===== src/rtl/bank_mem_decoder_pkg.sv =====
package bank_mem_decoder_pkg;
  localparam int unsigned DEF_ADDR_W = 20;
  localparam int unsigned DEF_GATE_W = 4;
  localparam int unsigned DEF_SEL_W  = 3;
  localparam int unsigned LANES      = 2;
  localparam int unsigned LANE_LO    = 0;
  localparam int unsigned LANE_HI    = 1;

  typedef struct packed {
    logic mem_cycle;
    logic rd_req;
    logic wr_req;
    logic clash;
  } bus_cmd_t;
endpackage


===== src/rtl/bus_cmd_qualify.sv =====
module bus_cmd_qualify
  import bank_mem_decoder_pkg::*;
(
  input  logic     mem_sel,
  input  logic     rd_cmd_n,
  input  logic     wr_cmd_n,
  output bus_cmd_t cmd
);
  logic rd_raw, wr_raw, both;

  always_comb begin
    rd_raw        = ~rd_cmd_n;
    wr_raw        = ~wr_cmd_n;
    both          = rd_raw & wr_raw;
    cmd.mem_cycle = mem_sel;
    cmd.clash     = mem_sel & both;
    // a clashing pair is dropped entirely so neither strobe can fire
    cmd.rd_req    = mem_sel & rd_raw & ~both;
    cmd.wr_req    = mem_sel & wr_raw & ~both;
  end
endmodule


===== src/rtl/mem_region_decode.sv =====
module mem_region_decode #(
  parameter int unsigned ADDR_W = 20,
  parameter int unsigned GATE_W = 4,
  parameter int unsigned SEL_W  = 3,
  localparam int unsigned N_CS  = 1 << SEL_W
) (
  input  logic              mem_cycle,
  input  logic [ADDR_W-1:0] addr,
  output logic              span_hit,
  output logic [N_CS-1:0]   cs_n
);
  localparam int unsigned SEL_TOP = ADDR_W - GATE_W - 1;

  logic [GATE_W-1:0] gate_bits;
  logic [SEL_W-1:0]  region_idx;
  logic [ADDR_W-GATE_W-SEL_W-1:0] unused_addr_low;

  assign gate_bits       = addr[ADDR_W-1 -: GATE_W];
  assign region_idx      = addr[SEL_TOP -: SEL_W];
  assign unused_addr_low = addr[ADDR_W-GATE_W-SEL_W-1:0];
  assign span_hit        = mem_cycle & (&gate_bits);

  for (genvar g = 0; g < N_CS; g++) begin : g_region
    assign cs_n[g] = ~(span_hit && (region_idx == SEL_W'(g)));
  end
endmodule


===== src/rtl/lane_strobe_gen.sv =====
module lane_strobe_gen
  import bank_mem_decoder_pkg::*;
#(
  parameter int unsigned N_LANE = LANES
) (
  input  logic              span_hit,
  input  bus_cmd_t          cmd,
  input  logic [N_LANE-1:0] lane_en_n,
  output logic [N_LANE-1:0] wr_lane_n,
  output logic              rd_n
);
  logic unused_cmd_bits;
  assign unused_cmd_bits = cmd.mem_cycle ^ cmd.clash;

  // one read strobe serves every lane; the data bus takes both bytes
  assign rd_n = ~(span_hit & cmd.rd_req);

  for (genvar l = 0; l < N_LANE; l++) begin : g_lane
    assign wr_lane_n[l] = ~(span_hit & cmd.wr_req & ~lane_en_n[l]);
  end
endmodule


===== src/rtl/bank_mem_decoder.sv =====
module bank_mem_decoder
  import bank_mem_decoder_pkg::*;
#(
  parameter int unsigned ADDR_W = DEF_ADDR_W,
  parameter int unsigned GATE_W = DEF_GATE_W,
  parameter int unsigned SEL_W  = DEF_SEL_W,
  localparam int unsigned N_CS  = 1 << SEL_W
) (
  input  logic              mem_sel,
  input  logic [ADDR_W-1:0] addr,
  input  logic              bhe_n,
  input  logic              rd_cmd_n,
  input  logic              wr_cmd_n,
  output logic [N_CS-1:0]   cs_n,
  output logic              rd_stb_n,
  output logic              wr_lo_stb_n,
  output logic              wr_hi_stb_n,
  output logic              cmd_clash
);
  bus_cmd_t          cmd;
  logic              span_hit;
  logic [LANES-1:0]  lane_en_n;
  logic [LANES-1:0]  wr_lane_n;

  assign lane_en_n[LANE_LO] = addr[0];
  assign lane_en_n[LANE_HI] = bhe_n;

  bus_cmd_qualify u_cmd (
    .mem_sel  (mem_sel),
    .rd_cmd_n (rd_cmd_n),
    .wr_cmd_n (wr_cmd_n),
    .cmd      (cmd)
  );

  mem_region_decode #(
    .ADDR_W (ADDR_W),
    .GATE_W (GATE_W),
    .SEL_W  (SEL_W)
  ) u_region (
    .mem_cycle (cmd.mem_cycle),
    .addr      (addr),
    .span_hit  (span_hit),
    .cs_n      (cs_n)
  );

  lane_strobe_gen #(
    .N_LANE (LANES)
  ) u_strobe (
    .span_hit  (span_hit),
    .cmd       (cmd),
    .lane_en_n (lane_en_n),
    .wr_lane_n (wr_lane_n),
    .rd_n      (rd_stb_n)
  );

  assign wr_lo_stb_n = wr_lane_n[LANE_LO];
  assign wr_hi_stb_n = wr_lane_n[LANE_HI];
  assign cmd_clash   = cmd.clash;
endmodule


===== config.mk =====
export PLATFORM = sky130hd
export DESIGN_NAME = bank_mem_decoder
export DESIGN_NICKNAME = d
export VERILOG_FILES = /design/src/rtl/bank_mem_decoder_pkg.sv /design/src/rtl/bus_cmd_qualify.sv /design/src/rtl/mem_region_decode.sv /design/src/rtl/lane_strobe_gen.sv /design/src/rtl/bank_mem_decoder.sv
export SDC_FILE = /design/constraint.sdc
export NUM_CORES = 1
export LEC_CHECK = 0
export ABC_AREA = 0
export BUFFER_PORTS_ARGS = -buffer_cell sky130_fd_sc_hd__buf_2
export CAP_MARGIN = 20
export CORE_AREA = 2 2 39 41
export DETAILED_ROUTE_END_ITERATION = 7
export DIE_AREA = 0 0 41 43
export GPL_ROUTABILITY_DRIVEN = 0
export SETUP_SLACK_MARGIN = 0.02
export SLEW_MARGIN = 20
export SYNTH_ARGS = -nofsm -noshare
export SYNTH_HDL_FRONTEND = slang
export SYNTH_SLANG_ARGS = --single-unit

===== constraint.sdc =====
create_clock -name vclk -period 1
set_clock_uncertainty 0.05 [all_clocks]
set_input_delay 0.05 -clock vclk [all_inputs]
set_output_delay 0.05 -clock vclk [all_outputs]
set_load 0.005 [all_outputs]

==> reports/qor.csv, run 1 <==
metric,value,unit
maxSlewViolCount,0,
critical_path.max_stage_delay,0.53,ns
crit_path_cell_trace,buf_8 > nand4_1 > or4_1 > buf_2,
netlist_top_cells_area,"sky130_fd_sc_hd__or4_1 15%, sky130_fd_sc_hd__nand4_1 13%, sky130_fd_sc_hd__nand2b_1 8.5%",
multi_input_comb_area,143,um^2
postSynthAreaPerCell,6.65,um^2
drt_pass1_iterations,3,
p_int,42.5,uW
final_layout_size_suffix_gt1_frac,0.574,
status,finished with violations,
nFillCells,158,
worst_setup_path_type,in2out,
routed_wirelength,593,um
setup_violations,1,
max_slew.worst_pin.slew,0.138,ns
seq_area_frac_synth,0,
worst_setup_path_start_kind,input port,
die_y,43,um
floorplan.initialDensity,0.106,
worst_slew_margin_relative_to_its_limit,0.908,
unrepaired_setup_endpoints_after_global_routing,yes,
yosys_cell_types,14,
drt_iter0_markers,3,
cp.arrival,0.93,ns
core_area,1380,um^2
finalCriticalPeriod,1.03,ns
drc,0,
placementRows,14,
violations_in_the_final_reports,setup timing,
dieWidth,41,um
final.period_utilization,1.03,
detailroute.via_count,269,
yosysWarningCount,0,
crit_fanout,3,
grt_remaining_overflow,0,
cts_hold_buf,0,
worst_hold_path.num_cells,3,
syn-num-nets,46,
ys_top_cells_by_count,"3 x sky130_fd_sc_hd__nand4_1, 3 x sky130_fd_sc_hd__or4_1",
timing.critical_path.required,0.90,ns
final_net_count,73,
regArea,0,um^2
avgRoutedWirePerCell,9.41,um
syn_area,146,um^2
timing.fmax,0.974,GHz
area.growth.synth_to_final,123,%
synth_top_area_share,0.154,
power_frac_comb,1.000,
placedInstanceArea,287,um^2
share_clk_of_total_power,0,
setup_slack,-0.0265,ns
pin_count,36,
grt_start_max_net_pins,7,
synth_cells,22,
insertedDiodeCount,0,
finish.instance_area,327,um^2
port-buffer-count,24,
drv_cap,0,
power_switching,31.3,uW
netlist.top_cell.by_area,sky130_fd_sc_hd__or4_1,
min_delay_worst_endpoint,cmd_clash,
antenna_left,0,
initial_antenna_violation_count,0,
grt_use_total,0.0689,
max-vdd-ir-drop,0.0000736,V
p_per_area,226,nW/um^2
route.detailed.vias_per_inst,4.27,
hold-worst-slack,0.293,ns
fp.dieArea,1760,um^2
proportion_of_power_drawn_by_flip_flops_and_latches,0,
first_global_vias,237,
timing_hold_violations_final,0,
net_switching_share_of_the_total_power,0.424,
first_pass_grt_wire_length,910,um
n_clock_buffer,0,
holdCritStartpoint,wr_cmd_n,
crit_slowest_cell,sky130_fd_sc_hd__or4_1,
setup.worst_path.end_class,output port,
timing.critical_path.from,addr[16],
leakagePower,0.128,nW
numSequentialCells,0,
timing.hold.worst.class,in2out,
==> per-stage QoR <==
| stage | utilization | instances | setup slack, ns | setup TNS (ns) | total power, mW |
|---|---|---|---|---|---|
| after global placement | 0.207 | 62 | 0.0155 | 0 | 0.0577 |
| final | 0.236 | 63 | -0.0265 | -0.0265 | 0.0737 |
| after detailed placement | 0.207 | 62 | 0.00528 | 0 | 0.0589 |
| after floorplan | - | 22 | 0.272 | 0 | 0.0182 |
| after CTS | 0.212 | 62 | 0.0119 | 0 | 0.0615 |
| after global routing | 0.236 | 63 | -0.0795 | -0.186 | 0.0826 |
==> power groups by stage <==
stage	Clock, mW	Sequential (mW)	Combinational [mW]
3_5_place_dp	0	0	0.0589
5_1_grt	0	0	0.0826
3_3_place_gp	0	0	0.0577
4_1_cts	0	0	0.0615
6_report	0	0	0.0737
2_1_floorplan	0	0	0.0182
==> metal layers <==
metal	GRT usage	up-vias	wire length, um
met1	0.108	108	265
li1	-	140	-
met5	0	-	0
met3	0	0	78
met2	0.109	21	248
met4	0	0	0
==> how the worst max path moves through the flow <==
| stage | end | slack [ns] |
|---|---|---|
| finish | cs_n[4] | -0.03 |
| global route | cs_n[4] | -0.08 |
| CTS | cs_n[4] | 0.01 |
| detailed placement | cs_n[4] | 0.005 |
| global placement | cs_n[4] | 0.02 |
| floorplan | wr_hi_stb_n | 0.27 |
==> critical path: cells and delay by family <==
family / cells / cell delay (ns)
AND/OR/NAND/NOR: 2 / 0.67
buffers and inverters: 2 / 0.21
==> cells in the final DEF, fill, tap and decap left out, drive strengths merged <==
| cell type | n |
|---|---|
| buf | 25 |
| nand4 | 3 |
| or4 | 3 |
| nand3 | 3 |
| nand2 | 2 |
| nand2b | 2 |
| or3 | 2 |
| and4b | 2 |
| inv | 1 |
| and2 | 1 |
| nor2 | 1 |
| or4b | 1 |
| nor3b | 1 |
==> repair_timing <==
action / CTS / global route
setup endpoints to repair: 2 / 4
pin swaps: 2 / 2
gates resized for setup: 1 / 5
buffers inserted: 0 / 1
==> cell type report <==
type	count	share of cell area
multi-input combinational	21	0.437
inverter	1	0.0115
timing repair buffer	25	0.490
tap	16	0.0613
==> cells by family after synthesis <==
group         Yosys count  synth area share
buf+inv                 1            0.0256
simple gates           21             0.974
Power figures use the tool's default switching activity.
==> run 2: changes to the inputs <==
--- a/config.mk
+++ b/config.mk
@@ -12,7 +12,6 @@
 export DETAILED_ROUTE_END_ITERATION = 7
 export DIE_AREA = 0 0 41 43
 export GPL_ROUTABILITY_DRIVEN = 0
-export SETUP_SLACK_MARGIN = 0.02
 export SLEW_MARGIN = 20
 export SYNTH_ARGS = -nofsm -noshare
 export SYNTH_HDL_FRONTEND = slang
==> run 2 against run 1 <==
Net effect: the flow still finishes with violations (setup timing); power fell by 2.2%; flip-flop and latch count did not move; first-iteration DRC count rose by 33%; maximum frequency fell by 0.17%; setup slack got worse by 0.0017 ns; global-route usage rose by 0.20 points; cell area fell by 1.1%; via count fell by 1.5%; combinational power fell by 2%; critical path depth did not move.
==> reports/qor.csv, run 2 (synthesis results as in run 1) <==
metric,value,unit
first_global_vias,239,
leakagePower,0.127,nW
first_pass_grt_wire_length,938,um
setup.worst_path.end_class,output port,
final.period_utilization,1.03,
insertedDiodeCount,0,
regArea,0,um^2
drt_pass1_iterations,2,
max-vdd-ir-drop,0.0000820,V
final_net_count,73,
violations_in_the_final_reports,setup timing,
grt_remaining_overflow,0,
timing.critical_path.from,addr[16],
timing.fmax,0.973,GHz
fp.dieArea,1760,um^2
timing.hold.worst.class,in2out,
final_common_cell,sky130_fd_sc_hd__buf_2,
area.growth.synth_to_final,121,%
final_layout_size_suffix_gt1_frac,0.574,
n_clock_buffer,0,
worst_slew_margin_relative_to_its_limit,0.908,
grt_use_total,0.0709,
finalCriticalPeriod,1.03,ns
antenna_left,0,
routed_wirelength,576,um
grt_start_max_net_pins,7,
cp.arrival,0.93,ns
crit_fanout,3,
initial_antenna_violation_count,0,
worst_setup_path_type,in2out,
port-buffer-count,24,
routed-wl-met2,225,um
floorplan.initialDensity,0.106,
timing_hold_violations_final,0,
worst_setup_path_start_kind,input port,
setup.worst_path.end,cs_n[4],
numSequentialCells,0,
avgRoutedWirePerCell,9.14,um
dpl_worst_slack,0.00528,ns
placementRows,14,
mostFrequentLayoutCells,"20 x sky130_fd_sc_hd__buf_2, 3 x sky130_fd_sc_hd__nand4_1, 3 x sky130_fd_sc_hd__or4_1, 3 x sky130_fd_sc_hd__buf_6",
dieWidth,41,um
drt_iter0_markers,4,
drv_cap,0,
maxSlewViolCount,0,
core_area,1380,um^2
met3_wirelength,86,um
m1WireLength,264,um
detailroute.via_count,265,
p_per_area,223,nW/um^2
drc,0,
cts_hold_buf,0,
timing.critical_path.required,0.90,ns
max_slew.worst_pin.slew,0.138,ns
post_layout_utilization_of_the_core,0.233,
status,finished with violations,
route.detailed.vias_per_inst,4.21,
top_signal_layer_used,met3,
unrepaired_setup_endpoints_after_global_routing,yes,
setup_violations,1,
pin_count,36,
die_y,43,um
setup_slack,-0.0283,ns
## run 2: cell counts in the layout (fill, tap and decap cells not counted)
No cell type changed its count.
## run 2: power breakdown
part,switching (mW),total [mW],internal [mW]
registers,0,0,0
clock network,0,0,0
logic,0.0312,0.0721,0.0409
## run 2: how the worst min path moves through the flow
| stage | from | end | slack, ns | cells past startpoint |
|---|---|---|---|---|
| after detailed placement | wr_cmd_n | cmd_clash | 0.29 | 3 |
| final | wr_cmd_n | cmd_clash | 0.29 | 3 |
| after floorplan | rd_cmd_n | cmd_clash | 0.08 | 1 |
| after global routing | wr_cmd_n | cmd_clash | 0.31 | 3 |
| after CTS | wr_cmd_n | cmd_clash | 0.29 | 3 |
| after global placement | wr_cmd_n | cmd_clash | 0.29 | 3 |
## run 2: area by class of cell
class	count	area [um^2]
inverter	1	3.75
multi-input combinational	21	143
fill	159	1060
timing repair buffer	25	156
tap	16	20.0
## run 2: routing by layer
layer,global-route usage,up-vias
met5,0,-
met4,0,0
met3,0,0
met2,0.106,21
met1,0.117,104
li1,-,140
## run 2: critical path, cell delays in order
cell and delay (ns):
sky130_fd_sc_hd__buf_8 0.07, sky130_fd_sc_hd__nand4_1 0.14, sky130_fd_sc_hd__or4_1 0.52, sky130_fd_sc_hd__buf_2 0.14
## run 2: stage by stage
stage | TNS (ns) | hold WS (ns) | std cells | power, mW | cell area, um^2
after floorplan | 0 | 0.0830 | 22 | 0.0182 | 146
after global placement | 0 | 0.289 | 62 | 0.0577 | 287
after detailed placement | 0 | 0.293 | 62 | 0.0589 | 287
after CTS | 0 | 0.294 | 62 | 0.0592 | 287
after global routing | -0.157 | 0.309 | 63 | 0.0813 | 323
final | -0.0283 | 0.292 | 63 | 0.0721 | 323
## run 2: what timing repair did
action	CTS	global route
resized for setup	0	7
endpoints found under the setup margin	0	5
buffers inserted	0	1
==> run 3: changes to the inputs <==
--- a/config.mk
+++ b/config.mk
@@ -6,11 +6,11 @@
 export NUM_CORES = 1
 export LEC_CHECK = 0
 export ABC_AREA = 0
-export BUFFER_PORTS_ARGS = -buffer_cell sky130_fd_sc_hd__buf_2
 export CAP_MARGIN = 20
 export CORE_AREA = 2 2 39 41
 export DETAILED_ROUTE_END_ITERATION = 7
 export DIE_AREA = 0 0 41 43
+export DONT_BUFFER_PORTS = 1
 export GPL_ROUTABILITY_DRIVEN = 0
 export SLEW_MARGIN = 20
 export SYNTH_ARGS = -nofsm -noshare
==> run 3 against run 2 <==
Net effect: the run now ends clean; setup slack improved by 0.28 ns; cell area decreased by 48%; global-route usage decreased by 2.3 points; first-iteration DRC count decreased by 75%; via count decreased by 28%; critical endpoint unchanged; largest power group unchanged; highest routed layer unchanged.
==> reports/qor.csv, run 3 (synthesis results as in run 1) <==
metric,value,unit
status,completed,
die_y,43,um
floorplan.initialDensity,0.106,
hold-worst-slack,0.0873,ns
post_layout_utilization_of_the_core,0.120,
grt_start_max_net_pins,7,
worst_setup_path_type,in2out,
max-vdd-ir-drop,0.0000346,V
mostFrequentLayoutCells,"3 x sky130_fd_sc_hd__nand4_1, 3 x sky130_fd_sc_hd__or4_1",
n_clock_buffer,0,
timing.fmax,1.33,GHz
grt_remaining_overflow,0,
grt_use_total,0.0480,
setup.worst_path.end_class,output port,
worst_slew_margin_relative_to_its_limit,0.834,
pin_count,36,
drt_pass1_iterations,2,
cp.arrival,0.65,ns
crit_family,simple AND/OR/NAND/NOR gates,
place.detailed.hpwl,427,um
routed_wirelength,471,um
numSequentialCells,0,
drc,0,
final_layout_size_suffix_gt1_frac,0.0909,
final_net_count,48,
initial_antenna_violation_count,0,
first_global_vias,184,
timing.critical_path.required,0.90,ns
critical_path_buf_inv_count,0,
fp.dieArea,1760,um^2
first_pass_grt_wire_length,607,um
maxSlewViolCount,0,
setup_violations,0,
crit_slowest_cell,sky130_fd_sc_hd__or4_1,
critical_path.max_stage_delay,0.45,ns
final.period_utilization,0.749,
cts.repair.resized,0,
cts_hold_buf,0,
placedInstanceArea,166,um^2
leakagePower,0.0355,nW
detailroute.via_count,191,
route.detailed.vias_per_inst,5.03,
worst_setup_path_start_kind,input port,
setup_tns,0,ns
drv_cap,0,
finalCriticalPeriod,0.749,ns
port-buffer-count,0,
insertedDiodeCount,0,
max_slew.worst_pin.slew,0.248,ns
placementRows,14,
crit_path_cell_trace,nand4_1 > or4_1,
area.growth.synth_to_final,13.7,%
post_cts.repair.setup_buffers,0,
dieWidth,41,um
crit_fanout,4,
avgRoutedWirePerCell,12.4,um
p_per_area,128,nW/um^2
regArea,0,um^2
antenna_left,0,
timing_hold_violations_final,0,
finish.instance_area,166,um^2
drt_iter0_markers,1,
timing.hold.worst.class,in2out,
core_area,1380,um^2
unrepaired_setup_endpoints_after_global_routing,no,
## run 3: cell count changes in the layout (fill, tap and decap cells not counted), sizes merged
cell and change:
buf -25
## run 3: where the power goes
| group | switching [mW] | internal (mW) |
|---|---|---|
| Sequential | 0 | 0 |
| Clock | 0 | 0 |
| Combinational | 0.0108 | 0.0105 |
| Total | 0.0108 | 0.0105 |
## run 3: layer usage
| metal | routed length, um | up-vias | part of all wire | GRT usage |
|---|---|---|---|---|
| li1 | - | 91 | - | - |
| met5 | 0 | - | 0 | 0 |
| met2 | 176 | 23 | 0.37 | 0.0844 |
| met3 | 94 | 0 | 0.20 | 0 |
| met1 | 200 | 77 | 0.42 | 0.0665 |
| met4 | 0 | 0 | 0 | 0 |
## run 3: final cells by class
cell class,instances,area [um^2]
fill,156,1220
inverter,1,3.75
multi-input combinational,21,143
tap,16,20.0
## run 3: path summary, 6_finish.rpt
path | startpoint | endpoint | slack (ns) | depth (start not counted)
max | addr[16] | cs_n[4] | 0.25 | 2
min | rd_cmd_n | cmd_clash | 0.09 | 1
## run 3: metrics by stage
stage / std cells / power (mW) / setup slack, ns
after CTS: 38 / 0.0220 / 0.233
after global placement: 38 / 0.0213 / 0.246
after floorplan: 22 / 0.0182 / 0.272
after global routing: 38 / 0.0248 / 0.168
final: 38 / 0.0213 / 0.251
after detailed placement: 38 / 0.0218 / 0.233
